[src/rtl/cpu_sr_pkg.sv]
package cpu_sr_pkg;

    localparam int NFLAGS = 6;

    // Index of each flag inside the 6-bit flag vector
    localparam int FLG_C = 0;
    localparam int FLG_Z = 1;
    localparam int FLG_I = 2;
    localparam int FLG_D = 3;
    localparam int FLG_V = 4;
    localparam int FLG_N = 5;

    // Fixed bits of the saved byte
    localparam int BYTE_ONE = 5;
    localparam int BYTE_SRC = 4;

    typedef enum logic [1:0] {
        SRC_PHP = 2'd0,
        SRC_BRK = 2'd1,
        SRC_IRQ = 2'd2,
        SRC_NMI = 2'd3
    } push_src_e;

    typedef enum logic {
        ST_RUN  = 1'b0,
        ST_WARM = 1'b1
    } sr_state_e;

    // Position of a flag inside the saved/restored byte
    function automatic int flag_bitpos(input int idx);
        return (idx >= FLG_V) ? idx + 2 : idx;
    endfunction

    // Software-initiated saves mark bit 4; line-driven ones clear it
    function automatic logic src_is_soft(input push_src_e s);
        return (s == SRC_PHP) || (s == SRC_BRK);
    endfunction

endpackage

[src/rtl/cpu_sr_ctrl.sv]
module cpu_sr_ctrl
    import cpu_sr_pkg::*;
#(
    parameter int WARM_STEPS = 3
) (
    input  logic clk,
    input  logic rst_n,
    input  logic warm_rst,
    output logic in_run,
    output logic warm_start,
    output logic sp_step
);

    localparam int CW = (WARM_STEPS < 2) ? 1 : $clog2(WARM_STEPS);
    localparam logic [CW-1:0] LAST_STEP = CW'(WARM_STEPS - 1);

    sr_state_e       state_q;
    logic [CW-1:0]   step_q;

    // State register with step counter
    always_ff @(posedge clk) begin
        if (!rst_n) begin
            state_q <= ST_RUN;
            step_q  <= '0;
        end else begin
            unique case (state_q)
                ST_RUN: begin
                    if (warm_rst) begin
                        state_q <= ST_WARM;
                        step_q  <= '0;
                    end
                end
                ST_WARM: begin
                    if (step_q == LAST_STEP) begin
                        state_q <= ST_RUN;
                        step_q  <= '0;
                    end else begin
                        step_q  <= step_q + 1'b1;
                    end
                end
                default: begin
                    state_q <= ST_RUN;
                    step_q  <= '0;
                end
            endcase
        end
    end

    // Decoded outputs
    always_comb begin
        in_run     = 1'b0;
        warm_start = 1'b0;
        sp_step    = 1'b0;
        unique case (state_q)
            ST_RUN: begin
                in_run     = 1'b1;
                warm_start = warm_rst;
            end
            ST_WARM: begin
                sp_step    = 1'b1;
            end
            default: begin
                in_run     = 1'b0;
            end
        endcase
    end

endmodule

[src/rtl/cpu_sr_flags.sv]
module cpu_sr_flags
    import cpu_sr_pkg::*;
#(
    parameter logic [NFLAGS-1:0] PWR_FLAGS = 6'b000100
) (
    input  logic              clk,
    input  logic              rst_n,
    input  logic              in_run,
    input  logic              warm_start,
    input  logic [NFLAGS-1:0] flag_we,
    input  logic [NFLAGS-1:0] flag_wd,
    input  logic              pull_req,
    input  logic [7:0]        pull_byte,
    input  logic              push_req,
    input  push_src_e         push_src,
    output logic [NFLAGS-1:0] flags_q
);

    logic [NFLAGS-1:0] alu_merged;
    logic [NFLAGS-1:0] pulled;
    logic [NFLAGS-1:0] flags_d;
    logic              clash;
    logic              sets_mask;

    // Per-flag merge of datapath writes and unpack of the restored byte
    for (genvar g = 0; g < NFLAGS; g++) begin : g_flag
        assign alu_merged[g] = flag_we[g] ? flag_wd[g] : flags_q[g];
        assign pulled[g]     = pull_byte[flag_bitpos(g)];
    end

    assign clash     = push_req && pull_req;
    assign sets_mask = push_req && (push_src != SRC_PHP);

    always_comb begin
        flags_d = flags_q;
        if (warm_start) begin
            flags_d[FLG_I] = 1'b1;
        end else if (in_run && !clash) begin
            if (pull_req) begin
                flags_d = pulled;
            end else begin
                flags_d = alu_merged;
                if (sets_mask) begin
                    flags_d[FLG_I] = 1'b1;
                end
            end
        end
    end

    always_ff @(posedge clk) begin
        if (!rst_n) begin
            flags_q <= PWR_FLAGS;
        end else begin
            flags_q <= flags_d;
        end
    end

endmodule

[src/rtl/cpu_sr_stkptr.sv]
module cpu_sr_stkptr #(
    parameter int              SP_W    = 8,
    parameter logic [SP_W-1:0] SP_INIT = 8'hFD
) (
    input  logic            clk,
    input  logic            rst_n,
    input  logic            sp_step,
    output logic [SP_W-1:0] sp_q
);

    always_ff @(posedge clk) begin
        if (!rst_n) begin
            sp_q <= SP_INIT;
        end else if (sp_step) begin
            sp_q <= sp_q - 1'b1;
        end
    end

endmodule

[src/rtl/cpu_sr_pushfmt.sv]
module cpu_sr_pushfmt
    import cpu_sr_pkg::*;
(
    input  logic [NFLAGS-1:0] flags_q,
    input  push_src_e         push_src,
    input  logic              irq_line,
    input  logic              nmi_line,
    output logic [7:0]        push_byte,
    output logic              irq_mask,
    output logic              int_pend
);

    always_comb begin
        push_byte = '0;
        for (int i = 0; i < NFLAGS; i++) begin
            push_byte[flag_bitpos(i)] = flags_q[i];
        end
        push_byte[BYTE_ONE] = 1'b1;
        push_byte[BYTE_SRC] = src_is_soft(push_src);
    end

    assign irq_mask = flags_q[FLG_I];
    assign int_pend = nmi_line || (irq_line && !flags_q[FLG_I]);

endmodule

[src/rtl/cpu_status_unit.sv]
module cpu_status_unit
    import cpu_sr_pkg::*;
#(
    parameter int              SP_W       = 8,
    parameter logic [SP_W-1:0] SP_INIT    = 8'hFD,
    parameter int              WARM_STEPS = 3,
    parameter logic [5:0]      PWR_FLAGS  = 6'b000100
) (
    input  logic            clk,
    input  logic            rst_n,
    input  logic            warm_rst,
    input  logic [5:0]      flag_we,
    input  logic [5:0]      flag_wd,
    input  logic            pull_req,
    input  logic [7:0]      pull_byte,
    input  logic            push_req,
    input  logic [1:0]      push_src,
    input  logic            irq_line,
    input  logic            nmi_line,
    output logic [5:0]      flags,
    output logic            irq_mask,
    output logic            int_pend,
    output logic [7:0]      push_byte,
    output logic [SP_W-1:0] sp
);

    logic      in_run;
    logic      warm_start;
    logic      sp_step;
    push_src_e src_e;

    assign src_e = push_src_e'(push_src);

    cpu_sr_ctrl #(
        .WARM_STEPS (WARM_STEPS)
    ) u_ctrl (
        .clk        (clk),
        .rst_n      (rst_n),
        .warm_rst   (warm_rst),
        .in_run     (in_run),
        .warm_start (warm_start),
        .sp_step    (sp_step)
    );

    cpu_sr_flags #(
        .PWR_FLAGS (PWR_FLAGS)
    ) u_flags (
        .clk        (clk),
        .rst_n      (rst_n),
        .in_run     (in_run),
        .warm_start (warm_start),
        .flag_we    (flag_we),
        .flag_wd    (flag_wd),
        .pull_req   (pull_req),
        .pull_byte  (pull_byte),
        .push_req   (push_req),
        .push_src   (src_e),
        .flags_q    (flags)
    );

    cpu_sr_stkptr #(
        .SP_W    (SP_W),
        .SP_INIT (SP_INIT)
    ) u_sp (
        .clk     (clk),
        .rst_n   (rst_n),
        .sp_step (sp_step),
        .sp_q    (sp)
    );

    cpu_sr_pushfmt u_fmt (
        .flags_q   (flags),
        .push_src  (src_e),
        .irq_line  (irq_line),
        .nmi_line  (nmi_line),
        .push_byte (push_byte),
        .irq_mask  (irq_mask),
        .int_pend  (int_pend)
    );

endmodule

[config.mk]
export PLATFORM = sky130hd
export DESIGN_NAME = cpu_status_unit
export DESIGN_NICKNAME = d
export VERILOG_FILES = /design/src/rtl/cpu_sr_pkg.sv /design/src/rtl/cpu_sr_ctrl.sv /design/src/rtl/cpu_sr_flags.sv /design/src/rtl/cpu_sr_stkptr.sv /design/src/rtl/cpu_sr_pushfmt.sv /design/src/rtl/cpu_status_unit.sv
export SDC_FILE = /design/constraint.sdc
export NUM_CORES = 1
export LEC_CHECK = 0
export BUFFER_PORTS_ARGS = -buffer_cell sky130_fd_sc_hd__buf_2
export CORE_MARGIN = 2
export CORE_UTILIZATION = 43
export CTS_CLUSTER_DIAMETER = 50
export DETAILED_ROUTE_END_ITERATION = 10
export GPL_ROUTABILITY_DRIVEN = 0
export PLACE_DENSITY = 0.79
export SETUP_SLACK_MARGIN = 0.15
export SLEW_MARGIN = 0
export SYNTH_ARGS = -nofsm -noshare
export SYNTH_HDL_FRONTEND = slang
export SYNTH_SLANG_ARGS = --single-unit
export TNS_END_PERCENT = 1
[constraint.sdc]
create_clock -name clk -period 1.8 [get_ports clk]
set_clock_uncertainty 0.2 [all_clocks]
set_input_delay 0.45 -clock clk [delete_from_list [all_inputs] [get_ports clk]]
set_output_delay 0.45 -clock clk [all_outputs]
set_load 0.01 [all_outputs]
[Word-level counts from Yosys, hierarchy flattened]
Index checks and enable logic that the tools add are counted.
Storage, ports and cells
  register bits: 17
  logic and storage cells: 57
Operators by class
  add/subtract/negate cells: 2
  eq/ne operators: 3
  multiplexer cells: 17
  bitwise operators: 3
  reductions and logical operators: 23
Operators by type and width (count)
  3-bit AND reduction: 5
  1-bit two-way mux: 12
  2-bit nonzero test: 6
  8-bit by 1-bit subtractor with 8-bit output (second input constant): 1
  6-bit two-way mux: 1
  1-bit logical AND: 4
  2-bit two-way mux: 2
  2-bit one-hot mux with 2 select lines: 1
  1-bit inverter: 3
  3-bit nonzero test: 1
  2-bit by 1-bit adder with 2-bit output (second input constant): 1
  2-bit by 1-bit == test with 1-bit output (second input constant): 1
  2-bit == test (second input constant): 1
  1-bit logical NOT: 2
  2-bit logical NOT: 1
  1-bit logical OR: 2
  2-bit inequality test (second input constant): 1
  1-bit one-hot mux with 2 select lines: 1
  2-bit AND reduction: 1
  2-bit OR reduction: 1

[Logic depth before layout (Yosys ltp)]
  depth after elaboration: 4
  gate-level depth with buffers: 6
  gate-level depth less buffers: 6

[Hierarchy]
From an unflattened synthesis, not the netlist that was laid out.
Unflattened totals
  cells, all modules: 107
  area, all modules: 989.7 um2
By module, submodules not included
  cpu_sr_flags: instances 1, cells an instance 46, area an instance 435.4 um2
  cpu_sr_stkptr: instances 1, cells an instance 36, area an instance 346.6 um2
  cpu_sr_ctrl: instances 1, cells an instance 13, area an instance 128.9 um2
  cpu_sr_pushfmt: instances 1, cells an instance 12, area an instance 78.8 um2

[Worst setup path after synthesis]
No wires, ideal clock.
  path kind: input -> register
  start: in pull_req
  end: reg u_flags.flags_q[2]
  arrival time: 1.250 ns
  slack: 0.230 ns
  cell stages on the path: 6
  buffers on the path: 2
  cells stage by stage: buf_6 > buf_8 > nor2_2 > a221oi_2 > nor2_1 > a211o_1
Between the ends
  word-level cells in the longest chain between the ends: 4
  elaborated cells between the ends (all ways): 6
  classes of those cells: mux (1); reduce/logical (5)
RTL lines
  start: declaration: line cpu_status_unit.sv:14  | input logic pull_req,
  1-bit logical AND: line cpu_sr_flags.sv:31  | assign clash = push_req && pull_req;
  1-bit logical NOT: line cpu_sr_flags.sv:38  | end else if (in_run && !clash) begin
  1-bit logical AND: line cpu_sr_flags.sv:38
  2-bit AND reduction (no line)
  end signal: assignment: line cpu_sr_flags.sv:54  | flags_q <= flags_d;
  end: declaration: line cpu_sr_flags.sv:16  | output logic [NFLAGS-1:0] flags_q
Several ways; a longest one is shown, not always the timed one.
A chain may end at the register's enable or synchronous reset.

[Worst setup path in the final report]
  start: reg u_flags.flags_q[2]
  end: out int_pend
Between the ends
  word-level cells in the longest chain between the ends: 3
RTL lines
  1-bit logical NOT: line cpu_sr_pushfmt.sv:23  | assign int_pend = nmi_line || (irq_line && !flags_q[FLG_I]);
  1-bit logical AND: line cpu_sr_pushfmt.sv:23
  1-bit logical OR: line cpu_sr_pushfmt.sv:23
  end: declaration: line cpu_status_unit.sv:22  | output logic int_pend,
Every way passes these cells.

==> results.py <==
metrics = {
    "status": {
        "status": "finished, final reports clean",
    },
    "synth": {
        "yosys_register_bits": 17,
        "synth.distinct_cells": 31,
        "fraction_of_the_yosys_area_taken_by_sequential_cells_pct": 36.9,
        "synth.net_count": 133,
        "netlist_area_um2": 923,
        "yosys_warnings": 0,
        "synthesis.area_per_instance_um2": 8.96,
        "netlist.area_leader.share_pct": 36.9,
        "synth_top_cells_by_area": "dfxtp_1 (37%), mux2i_1 (6.5%), buf_4 (6.5%)",
        "synth_top_area_cell": "dfxtp_1",
        "synthCells": 103,
    },
    "layout": {
        "fillerInstances": 199,
        "final-seq-area_um2": 343,
        "flow.area_growth_from_synthesis_pct": 25.5,
        "multi_input_gate_area_in_the_final_layout_um2": 465,
        "final_layout_size_suffix_gt1_share_pct": 45.2,
        "nNetsFinal": 177,
        "antenna_cells_inserted": 0,
    },
    "hold_path": {
        "holdCritPathClass": "in -> reg",
    },
    "cts": {
        "cts_tree": "built",
        "cts.htree.levels": 1,
        "cts-root-buf": "clkbuf_4",
        "clk_transition_reported_paths_ns": 0.10,
        "num_cts_buffers": 3,
        "holdBufCountCts": 0,
        "clkLatencyLatePin_ns": 0.29,
        "max-clock-path-buffers": 2,
        "cts_sinks": 17,
    },
    "grt": {
        "number_of_global_route_vias_before_repair": 699,
        "antenna_found_initial": 0,
        "grtUsageTotal_pct": 15.2,
        "grt_first_pass_wirelength_mm": 2.95,
        "overflow": 0,
        "maximum_number_of_pins_on_one_net_before_global_route_repair": 18,
    },
    "route": {
        "routed-via-count": 836,
        "drt_first_pass_iters": 4,
        "wl_met2_um": 896,
        "detail_route.wl_per_cell_um": 11.0,
        "wl_mm": 1.91,
        "dr.first_iter.drc_count": 2,
        "ant_nets": 0,
        "drt_drc_violations_left": 0,
        "top_layer": "met4",
        "route.layer.met1.wl_um": 771,
        "vias_per_cell": 4.83,
        "detailroute.wirelength.met3_um": 207,
    },
    "setup_path": {
        "path_cells": "inv_1 -> a21o_1 -> buf_6",
        "worst-path-buf-inv": 2,
        "crit_required_ns": 1.15,
        "rrSetupSlack_ns": 0.30,
        "setup.worst_path.end_class": "output port",
        "critPathTopFamily": "flip-flops",
        "critPathArrivalTime_ns": 0.95,
        "worstSetupPathType": "reg -> out",
        "critical_path_peak_fanout": 2,
        "cpMaxStageDelayCell": "dfxtp_2",
        "critical-path-max-stage-delay_ns": 0.34,
        "kind_of_start_point_of_the_critical_path": "flop",
    },
    "sta": {
        "final-max-slew-violation-count": 0,
        "report.final.setup_viol": 0,
        "rsz_0062_raised_after_global_routing": "true",
        "slew-limit-headroom_pct": 67.0,
        "hold_violations": 0,
        "worst-slew-pin-transition_ns": 0.491,
        "min_period_over_period_pct": 88.8,
        "min_period_ns": 1.60,
        "tns_ns": 0,
        "achievable_freq_mhz": 625,
        "fin_worst_hold_slack_ns": 0.243,
    },
    "power_and_ir_drop": {
        "power_report.internal_total_mw": 0.561,
        "power.density_cell_area_nw_per_um2": 671,
        "power_switching_share_pct": 27.9,
        "power.sequential.fraction_pct": 53.1,
        "p_leak_nw": 0.570,
        "net_switching_power_mw": 0.217,
        "relative_contribution_of_the_clock_network_to_total_power_pct": 26.5,
        "peakVddDrop_mv": 0.378,
        "power.combinational.fraction_pct": 20.4,
    },
    "floorplanning": {
        "floorplan.die_area_um2": 2530,
        "coreArea_um2": 2000,
        "boundaryPins": 53,
        "dieWidth_um": 50.3,
        "site_rows": 16,
        "initial_utilization_pct": 46.1,
        "die_height_um": 50.3,
    },
    "placement": {
        "port_buffers": 49,
        "place_hpwl_mm": 1.45,
    },
    "flow_run": {
        "max_cap_viol_count": 0,
    },
}
==> logic make-up after synthesis <==
kind of cell    Yosys count  synth area share [%]
simple gates             29                  16.4
compound gates           21                  14.9
buf+inv                  18                  12.7
flops                    17                  36.9
mux                      11                  12.6
xor+xnor                  5                  4.74
fa+ha+maj                 1                  1.35
other cells               1                 0.406
==> per-layer routing <==
metal	track usage, %	up-vias
met1	18.1	366
li1	-	422
met5	0	-
met2	25.4	45
met3	3.27	3
met4	8.11	0
==> flip-flops by register name, summed over array words and instances, names as in the netlist <==
register	flops
u_ctrl.state_q	1
u_ctrl.step_q	2
u_flags.flags_q	6
u_sp.sp_q	8
==> area by class of cell <==
cell class	count	area share, %
clock buffers	3	1.94
multi-input cells	68	40.2
repair buffers	51	23.0
well taps	27	2.92
clock inverters	1	0.432
inverters	6	1.94
flip-flops and latches	17	29.6
==> power by group through the flow <==
stage               registers [mW]  clock network (mW)  logic, mW
finish                       0.413               0.206      0.158
global route                 0.417               0.235      0.177
CTS                          0.414               0.212      0.155
detailed placement           0.422                   0      0.154
global placement             0.420                   0      0.149
floorplan                    0.425                   0      0.102
==> worst register-to-register path, stage by stage, from the launching register on <==
cell and delay [ns]:
dfxtp_1 0.37, nor3_1 0.44, nand3_1 0.16, xor2_1 0.15, nand2_1 0.06
==> worst paths after layout <==
check / from / to / cells past startpoint
hold / removal: rst_n / u_sp.sp_q[4] / 2
setup reg to reg: u_sp.sp_q[2] / u_sp.sp_q[7] / 4
setup / recovery: u_flags.flags_q[2] / int_pend / 3
hold reg to reg: u_sp.sp_q[7] / u_sp.sp_q[7] / 2
==> per-stage QoR <==
stage,area [um2],setup WS (ns),utilization [%],cells,power (mW)
2_1_floorplan,923,0.230,-,103,0.527
3_3_place_gp,1110,0.0973,55.7,168,0.569
3_5_place_dp,1110,0.0549,55.7,168,0.576
4_1_cts,1140,0.160,57.1,172,0.781
5_1_grt,1160,0.138,57.9,173,0.830
6_report,1160,0.201,57.9,173,0.778
==> placed cells by master, fill, tap and decap left out <==
| cell | n |
|---|---|
| nor3b_1 | 1 |
| nor3_1 | 3 |
| a31oi_1 | 1 |
| nor3b_2 | 1 |
| a211o_1 | 1 |
| a211oi_2 | 1 |
| and3_1 | 2 |
| a21o_1 | 1 |
| nand3_1 | 1 |
| clkinv_2 | 1 |
| a221oi_2 | 1 |
| o21a_1 | 1 |
| clkbuf_4 | 3 |
| mux2i_1 | 6 |
| nand2_1 | 8 |
| o211a_1 | 1 |
| nor2_2 | 1 |
| buf_6 | 1 |
| dfxtp_1 | 15 |
| xnor2_1 | 3 |
| dfxtp_2 | 2 |
| a21oi_1 | 3 |
| conb_1 | 1 |
| nor2_1 | 5 |
| ha_1 | 1 |
| mux2_2 | 5 |
| xor2_1 | 2 |
| inv_1 | 6 |
| nor2b_1 | 7 |
| buf_4 | 2 |
| o21ai_0 | 11 |
| buf_2 | 48 |
==> cell usage after synthesis <==
master	instances
o211a_1	1
nand3_1	1
nor3_1	3
dfxtp_1	17
conb_1	1
a211o_1	1
nand2_1	8
nor3b_1	1
and3_1	2
nor2b_1	7
xor2_1	2
ha_1	1
buf_2	1
a21oi_1	3
mux2_2	5
clkbuf_1	1
mux2i_1	6
buf_4	8
a21o_1	1
a31oi_1	1
nor2_1	5
inv_1	6
buf_8	1
nor2_2	1
buf_6	1
o21a_1	1
a221oi_2	1
o21ai_0	11
xnor2_1	3
a211oi_2	1
nor3b_2	1
==> what timing repair did <==
item / in CTS / in global routing
resized for setup: 1 / 2
buffers inserted: 0 / 1
pin swaps: 0 / 0
endpoints found under the setup margin: 1 / 2
cloned: 0 / 0
(Power assumes the default switching activity.)
